==> config.mk <==
export PLATFORM = sky130hd
export DESIGN_NAME = wtok_arbiter
export DESIGN_NICKNAME = d
export VERILOG_FILES = /design/src/rtl/wtok_pkg.sv /design/src/rtl/wtok_cfg.sv /design/src/rtl/wtok_tokens.sv /design/src/rtl/wtok_pick.sv /design/src/rtl/wtok_arbiter.sv
export SDC_FILE = /design/constraint.sdc
export NUM_CORES = 1
export LEC_CHECK = 0
export ABC_AREA = 1
export BUFFER_PORTS_ARGS = -buffer_cell sky130_fd_sc_hd__buf_2
export CAP_MARGIN = 40
export CORE_UTILIZATION = 40
export CTS_CLUSTER_SIZE = 40
export DETAILED_ROUTE_END_ITERATION = 7
export GPL_TIMING_DRIVEN = 0
export HOLD_SLACK_MARGIN = 0.03
export PLACE_DENSITY = 0.63
export SLEW_MARGIN = 15
export SYNTH_ARGS = -nofsm -noshare
export SYNTH_HDL_FRONTEND = slang
export SYNTH_SLANG_ARGS = --single-unit
==> constraint.sdc <==
create_clock -name clk -period 6.3 [get_ports clk]
set_input_delay 0 -clock clk [delete_from_list [all_inputs] [get_ports clk]]
set_output_delay 0 -clock clk [all_outputs]
set_load 0.02 [all_outputs]
==> src/rtl/wtok_pkg.sv <==
package wtok_pkg;
  localparam int RST_BUDGET   = 15;
  localparam int RST_PERIOD   = 65535;
  localparam int RST_PRIO_TOP = 15;

  function automatic int prio_reset(input int idx);
    return (idx < RST_PRIO_TOP) ? (RST_PRIO_TOP - idx) : 0;
  endfunction
endpackage

==> src/rtl/wtok_cfg.sv <==
module wtok_cfg
  import wtok_pkg::*;
#(
  parameter int N_MST  = 4,
  parameter int PRIO_W = 4,
  parameter int TOK_W  = 16,
  parameter int ID_W   = 4,
  parameter int ADDR_W = 4
) (
  input  logic                          clk,
  input  logic                          rst,
  input  logic                          we,
  input  logic [ADDR_W-1:0]             addr,
  input  logic [TOK_W-1:0]              wdata,
  output logic [N_MST-1:0][PRIO_W-1:0]  prio,
  output logic [N_MST-1:0][TOK_W-1:0]   budget,
  output logic [TOK_W-1:0]              period,
  output logic [ID_W-1:0]               dflt_id,
  output logic                          en
);
  localparam int A_BUD  = N_MST;
  localparam int A_PER  = 2 * N_MST;
  localparam int A_DFLT = A_PER + 1;
  localparam int A_EN   = A_PER + 2;

  for (genvar i = 0; i < N_MST; i++) begin : g_mst
    always_ff @(posedge clk) begin
      if (rst) begin
        prio[i]   <= PRIO_W'(prio_reset(i));
        budget[i] <= TOK_W'(RST_BUDGET);
      end else if (we) begin
        if (addr == ADDR_W'(i))         prio[i]   <= wdata[PRIO_W-1:0];
        if (addr == ADDR_W'(A_BUD + i)) budget[i] <= wdata;
      end
    end
  end

  always_ff @(posedge clk) begin
    if (rst) begin
      period  <= TOK_W'(RST_PERIOD);
      dflt_id <= '0;
      en      <= 1'b0;
    end else if (we) begin
      if (addr == ADDR_W'(A_PER))  period  <= wdata;
      if (addr == ADDR_W'(A_DFLT)) dflt_id <= wdata[ID_W-1:0];
      if (addr == ADDR_W'(A_EN))   en      <= wdata[0];
    end
  end
endmodule

==> src/rtl/wtok_tokens.sv <==
module wtok_tokens
  import wtok_pkg::*;
#(
  parameter int N_MST = 4,
  parameter int TOK_W = 16
) (
  input  logic                        clk,
  input  logic                        rst,
  input  logic                        en_act,
  input  logic [N_MST-1:0]            gnt,
  input  logic [N_MST-1:0][TOK_W-1:0] bud_stg,
  input  logic [TOK_W-1:0]            per_stg,
  output logic [N_MST-1:0]            has_tok
);
  logic [TOK_W-1:0] rc;
  logic [TOK_W-1:0] per_eff;
  logic             reload;

  // a zero period behaves as a one-cycle period
  assign per_eff = (per_stg == '0) ? TOK_W'(1) : per_stg;
  // while the scheme is off, every cycle is a reload boundary
  assign reload  = !en_act || (rc == TOK_W'(1));

  always_ff @(posedge clk) begin
    if (rst)         rc <= TOK_W'(RST_PERIOD);
    else if (reload) rc <= per_eff;
    else             rc <= rc - TOK_W'(1);
  end

  for (genvar i = 0; i < N_MST; i++) begin : g_cnt
    logic [TOK_W-1:0] tok;
    logic [TOK_W-1:0] bud_act;

    always_ff @(posedge clk) begin
      if (rst) begin
        tok     <= TOK_W'(RST_BUDGET);
        bud_act <= TOK_W'(RST_BUDGET);
      end else if (reload) begin
        tok     <= bud_stg[i];
        bud_act <= bud_stg[i];
      end else if (gnt[i] && (tok != '0)) begin
        tok <= tok - TOK_W'(1);
      end
    end

    // upper tier if unlimited, or if tokens remain after this cycle's use
    assign has_tok[i] = (bud_act == '0) || (tok > TOK_W'(1)) ||
                        ((tok == TOK_W'(1)) && !gnt[i]);
  end
endmodule

==> src/rtl/wtok_pick.sv <==
module wtok_pick #(
  parameter int N_MST  = 4,
  parameter int PRIO_W = 4
) (
  input  logic [N_MST-1:0]             req,
  input  logic [N_MST-1:0]             has_tok,
  input  logic                         en,
  input  logic [N_MST-1:0][PRIO_W-1:0] prio,
  output logic [N_MST-1:0]             win,
  output logic                         any
);
  logic [N_MST-1:0]  upper;
  logic [N_MST-1:0]  pool;
  logic [PRIO_W-1:0] best;
  logic              found;

  assign upper = en ? (req & has_tok) : '0;
  assign pool  = (|upper) ? upper : req;
  assign any   = |req;

  // strict compare keeps the lower index on equal priority
  always_comb begin
    win   = '0;
    best  = '0;
    found = 1'b0;
    for (int i = 0; i < N_MST; i++) begin
      if (pool[i] && (!found || (prio[i] > best))) begin
        win    = '0;
        win[i] = 1'b1;
        best   = prio[i];
        found  = 1'b1;
      end
    end
  end
endmodule

==> src/rtl/wtok_arbiter.sv <==
module wtok_arbiter #(
  parameter int N_MST  = 4,
  parameter int PRIO_W = 4,
  parameter int TOK_W  = 16,
  parameter int ID_W   = 4,
  parameter int ADDR_W = 4
) (
  input  logic              clk,
  input  logic              rst,
  input  logic [N_MST-1:0]  req,
  input  logic              arb_point,
  input  logic              cfg_we,
  input  logic [ADDR_W-1:0] cfg_addr,
  input  logic [TOK_W-1:0]  cfg_wdata,
  output logic [N_MST-1:0]  gnt,
  output logic [ID_W-1:0]   gnt_id
);
  logic [N_MST-1:0][PRIO_W-1:0] prio_stg;
  logic [N_MST-1:0][TOK_W-1:0]  bud_stg;
  logic [TOK_W-1:0]             per_stg;
  logic [ID_W-1:0]              dflt_stg;
  logic                         en_stg;
  logic                         en_act;
  logic [N_MST-1:0]             has_tok;
  logic [N_MST-1:0]             win;
  logic                         any_req;
  logic [ID_W-1:0]              win_id;
  logic [N_MST-1:0]             dflt_vec;

  wtok_cfg #(
    .N_MST(N_MST), .PRIO_W(PRIO_W), .TOK_W(TOK_W), .ID_W(ID_W), .ADDR_W(ADDR_W)
  ) u_cfg (
    .clk(clk), .rst(rst), .we(cfg_we), .addr(cfg_addr), .wdata(cfg_wdata),
    .prio(prio_stg), .budget(bud_stg), .period(per_stg),
    .dflt_id(dflt_stg), .en(en_stg)
  );

  wtok_tokens #(.N_MST(N_MST), .TOK_W(TOK_W)) u_tok (
    .clk(clk), .rst(rst), .en_act(en_act), .gnt(gnt),
    .bud_stg(bud_stg), .per_stg(per_stg), .has_tok(has_tok)
  );

  wtok_pick #(.N_MST(N_MST), .PRIO_W(PRIO_W)) u_pick (
    .req(req), .has_tok(has_tok), .en(en_stg), .prio(prio_stg),
    .win(win), .any(any_req)
  );

  always_comb begin
    win_id = '0;
    for (int i = 0; i < N_MST; i++)
      if (win[i]) win_id = ID_W'(i + 1);
  end

  for (genvar i = 0; i < N_MST; i++) begin : g_dflt
    assign dflt_vec[i] = (dflt_stg == ID_W'(i + 1));
  end

  always_ff @(posedge clk) begin
    if (rst) begin
      gnt    <= '0;
      gnt_id <= '0;
      en_act <= 1'b0;
    end else if (arb_point) begin
      en_act <= en_stg;
      if (any_req) begin
        gnt    <= win;
        gnt_id <= win_id;
      end else if (|dflt_vec) begin
        gnt    <= dflt_vec;
        gnt_id <= dflt_stg;
      end else begin
        gnt    <= '0;
        gnt_id <= '0;
      end
    end
  end
endmodule

==> metrics.md <==
| Metric | Value |
|---|---|
| Critical path launch point type | `flip-flop` |
| Hold depth | `4` |
| Chip width | `172.0 um` |
| Commonest cells after routing, fill and taps aside | `376 x nand2_1, 254 x dfxtp_1, 225 x nor2_1` |
| Final WL | `35210 um` |
| Mapped Cells | `between 1500 and 2000` |
| M1 WL | `15590 um` |
| Antenna-violating nets left | `0` |
| Worst-case clock buffer depth | `3` |
| Initial antenna violation count | `0` |
| Commonest non-fill, non-tap cell in the layout | `nand2_1` |
| I/O Buffers | `30` |
| Max-Cap Viols | `0` |
| Clk_lat worst skew | `approximately 0.54 ns` |
| Die Height | `about 170 um` |
| Synth unique cells | `38` |
| Top_reg_cell synth | `dfxtp_1` |
| Starting Density | `between 40% and 50%` |
| Worst Path Max Fanout | `9` |
| Largest net degree at the start of global routing | `14` |
| Status | `finished clean` |
| RSZ-0062 raised after global routing | `false` |
| Antenna diodes | `0` |
| Final setup fails | `0` |
| Final period util | `90.93%` |
| Share of layout cells above drive strength 1 | `8.290%` |
| Clock Sinks | `254` |
| Final min period | `~5.7 ns` |
| Worst Path Arrival | `around 6.2 ns` |
| Power per cell area | `273.3 mW/mm^2` |
| Area Overhead vs Synth | `16.06%` |
| Synth warn | `0` |
| Clock H-tree levels | `1` |
| Routability Congestion | `0.8676` |
| I/O pin total | `36` |
| FF-to-FF path depth | `41` |
| Die area | `0.02959 mm^2` |
| Pre-Repair DR Iteration Count | `6` |
| Worst rel slew slack | `42.58%` |
| Clk root buf | `clkbuf_16` |
| Vias per cell | `5.186` |
| DR iter-0 viols | `~820` |
| First-pass GRT wire length | `54420 um` |
| Highest-delay cell along the critical path | `dlygate4sd3_1` |
| Worst Skew | `about 0.014 ns` |
| DR vias | `10910` |
| Met2 wire length | `between 15000 and 20000 um` |
| Clock-pin slew on the worst setup and hold paths | `0.06 ns` |
| Max Used Layer | `met4` |
| CTS Buf Count | `28` |
| Reported leakage power | `5.858 nW` |
| Fmax | `~0.17 GHz` |
| Max-slew violations | `0` |
| Worst Path Required | `6.78 ns` |
| Syn avg cell area | `7.165 um^2` |
| WL per Instance | `16.74 um` |
| TritonCTS clock tree | `done` |
| Synth area leader | `dfxtp_1` |
| Synth Net Count | `1664` |
| Final Hold Viols | `0` |
| Endpoint type of the worst setup path | `flip-flop` |
| HP Class | `input pin to flip-flop` |
| Register area share after synthesis | `43.97%` |
| Number of global-route vias before repair | `10160` |
| Site Rows | `61` |
| Gr ovfl total | `0` |
| Top cells by area, synth | `dfxtp_1 44%, nand2_1 12%, nor2_1 7.3%` |
| Worst VDD drop | `roughly 0.17 mV` |
| Post-synthesis async set-or-reset flop share | `0%` |
| Core area | `0.02809 mm^2` |
| Share of the synthesized area in the top cell type | `43.97%` |
| Number of synthesized flops with an enable pin | `0` |
| Final hold slack | `0.04359 ns` |
| GR Util All Layers | `between 20 and 25%` |
| DR WL met3 | `approximately 2500 um` |
| Worst-Margin Slew | `0.8612 ns` |
| DP HPWL | `25420 um` |
| Synthesized area | `0.01156 mm^2` |
| # DRC | `0` |
| Final net count | `1753` |
| Crit-path most repeated cell | `nand2_1` |
| Delay of the slowest cell on the worst path | `between 0.5 and 0.6 ns` |
| Synth Register Bits | `254` |
| Critical setup path kind | `flip-flop to flip-flop` |
| Final TNS setup | `0 ns` |
==> registers in the layout, indices dropped and copies added, names as in the netlist <==
signal / cells
gnt: 4
u_cfg.en: 1
u_cfg.period: 16
u_cfg.prio: 16
u_tok.g_cnt.tok: 64
en_act: 1
u_tok.g_cnt.bud_act: 64
u_tok.rc: 16
gnt_id: 4
u_cfg.dflt_id: 4
u_cfg.budget: 64
==> per-layer routing <==
layer  vias up  track usage [%]
li1       5431                -
met1      5062            31.82
met2       350            39.92
met3        63            3.914
met4         0            8.003
met5         -                0
==> cell usage after synthesis, types with 13 or more instances <==
library cell  instances
clkbuf_1             48
o211ai_1             39
ha_1                 22
nand2_1             376
xor2_1               32
a31oi_1              20
o21ai_0             115
nor2_1              225
nand2_2              13
nand3_1              71
dfxtp_1             254
inv_1               153
xnor2_1              15
a21oi_1             106
nor3_1               23
nor4_1               13
==> area by class of cell <==
class                           instances  area (um^2)
Buffer                                 65        259.0
Clock buffer                           35        788.3
Clock inverter                         17        145.1
Fill cell                            2843        14670
Inverter                              161        604.3
Multi-Input combinational cell       1134         5629
Sequential cell                       254         5085
Tap cell                              378        473.0
Timing Repair Buffer                   59        436.7
==> kinds of logic after synthesis <==
family,count (synthesis),synth area share (%)
xor gates and xnor gates,47,3.560
AOI/OAI and AO/OA,312,15.45
adders and majority gates,22,2.380
buffers and inverters,226,7.466
and+or+nand+nor,753,27.17
DFF,254,43.97
==> power by group <==
part           internal (mW)  leakage, nW  switching [mW]
logic                  0.103         3.34           0.232
clock network          0.968        0.460           0.685
registers               1.65         2.06          0.0314
total                   2.72         5.86           0.949
==> worst max-delay path, delay by kind of cell, from the launching register on <==
kind                       cells  cell delay, ns
buffers and inverters          4            0.92
AOI/OAI and AO/OA             12            1.38
and+or+nand+nor               21            1.93
DFF                            1            0.31
adders and majority gates      4            1.12
==> final timing paths <==
kind                                 startpoint                          to  slack [ns]
max          u_tok.g_cnt[3].tok[0]$_SDFFE_PP1P_      gnt_id[1]$_SDFFE_PP0P_        0.57
min                                      cfg_we  u_cfg.prio[0]$_SDFFE_PP1P_        0.04
max reg2reg  u_tok.g_cnt[3].tok[0]$_SDFFE_PP1P_      gnt_id[1]$_SDFFE_PP0P_        0.57
min reg2reg              gnt_id[3]$_SDFFE_PP0P_      gnt_id[3]$_SDFFE_PP0P_        0.44
==> repair_timing <==
action / in CTS / in global routing
setup endpoints to repair: 0 / 1
hold buffers: 27 / 0
setup buffers: 0 / 0
hold endpoints to repair: 83 / 0
resized for setup: 0 / 5
==> per-stage QoR <==
step	utilization, %	power (mW)	setup slack (ns)	instances	instance area, um^2
3_3_place_gp	43.39	2.023	0.8274	2022	12190
4_1_cts	47.73	3.681	0.3843	2103	13410
6_report	47.78	3.668	0.5715	2103	13420
5_1_grt	47.78	3.794	0.01647	2103	13420
2_1_floorplan	-	1.910	1.612	1614	11560
3_5_place_dp	43.45	2.029	0.7776	2024	12200
Note: power is estimated with default switching activity, not from simulation.
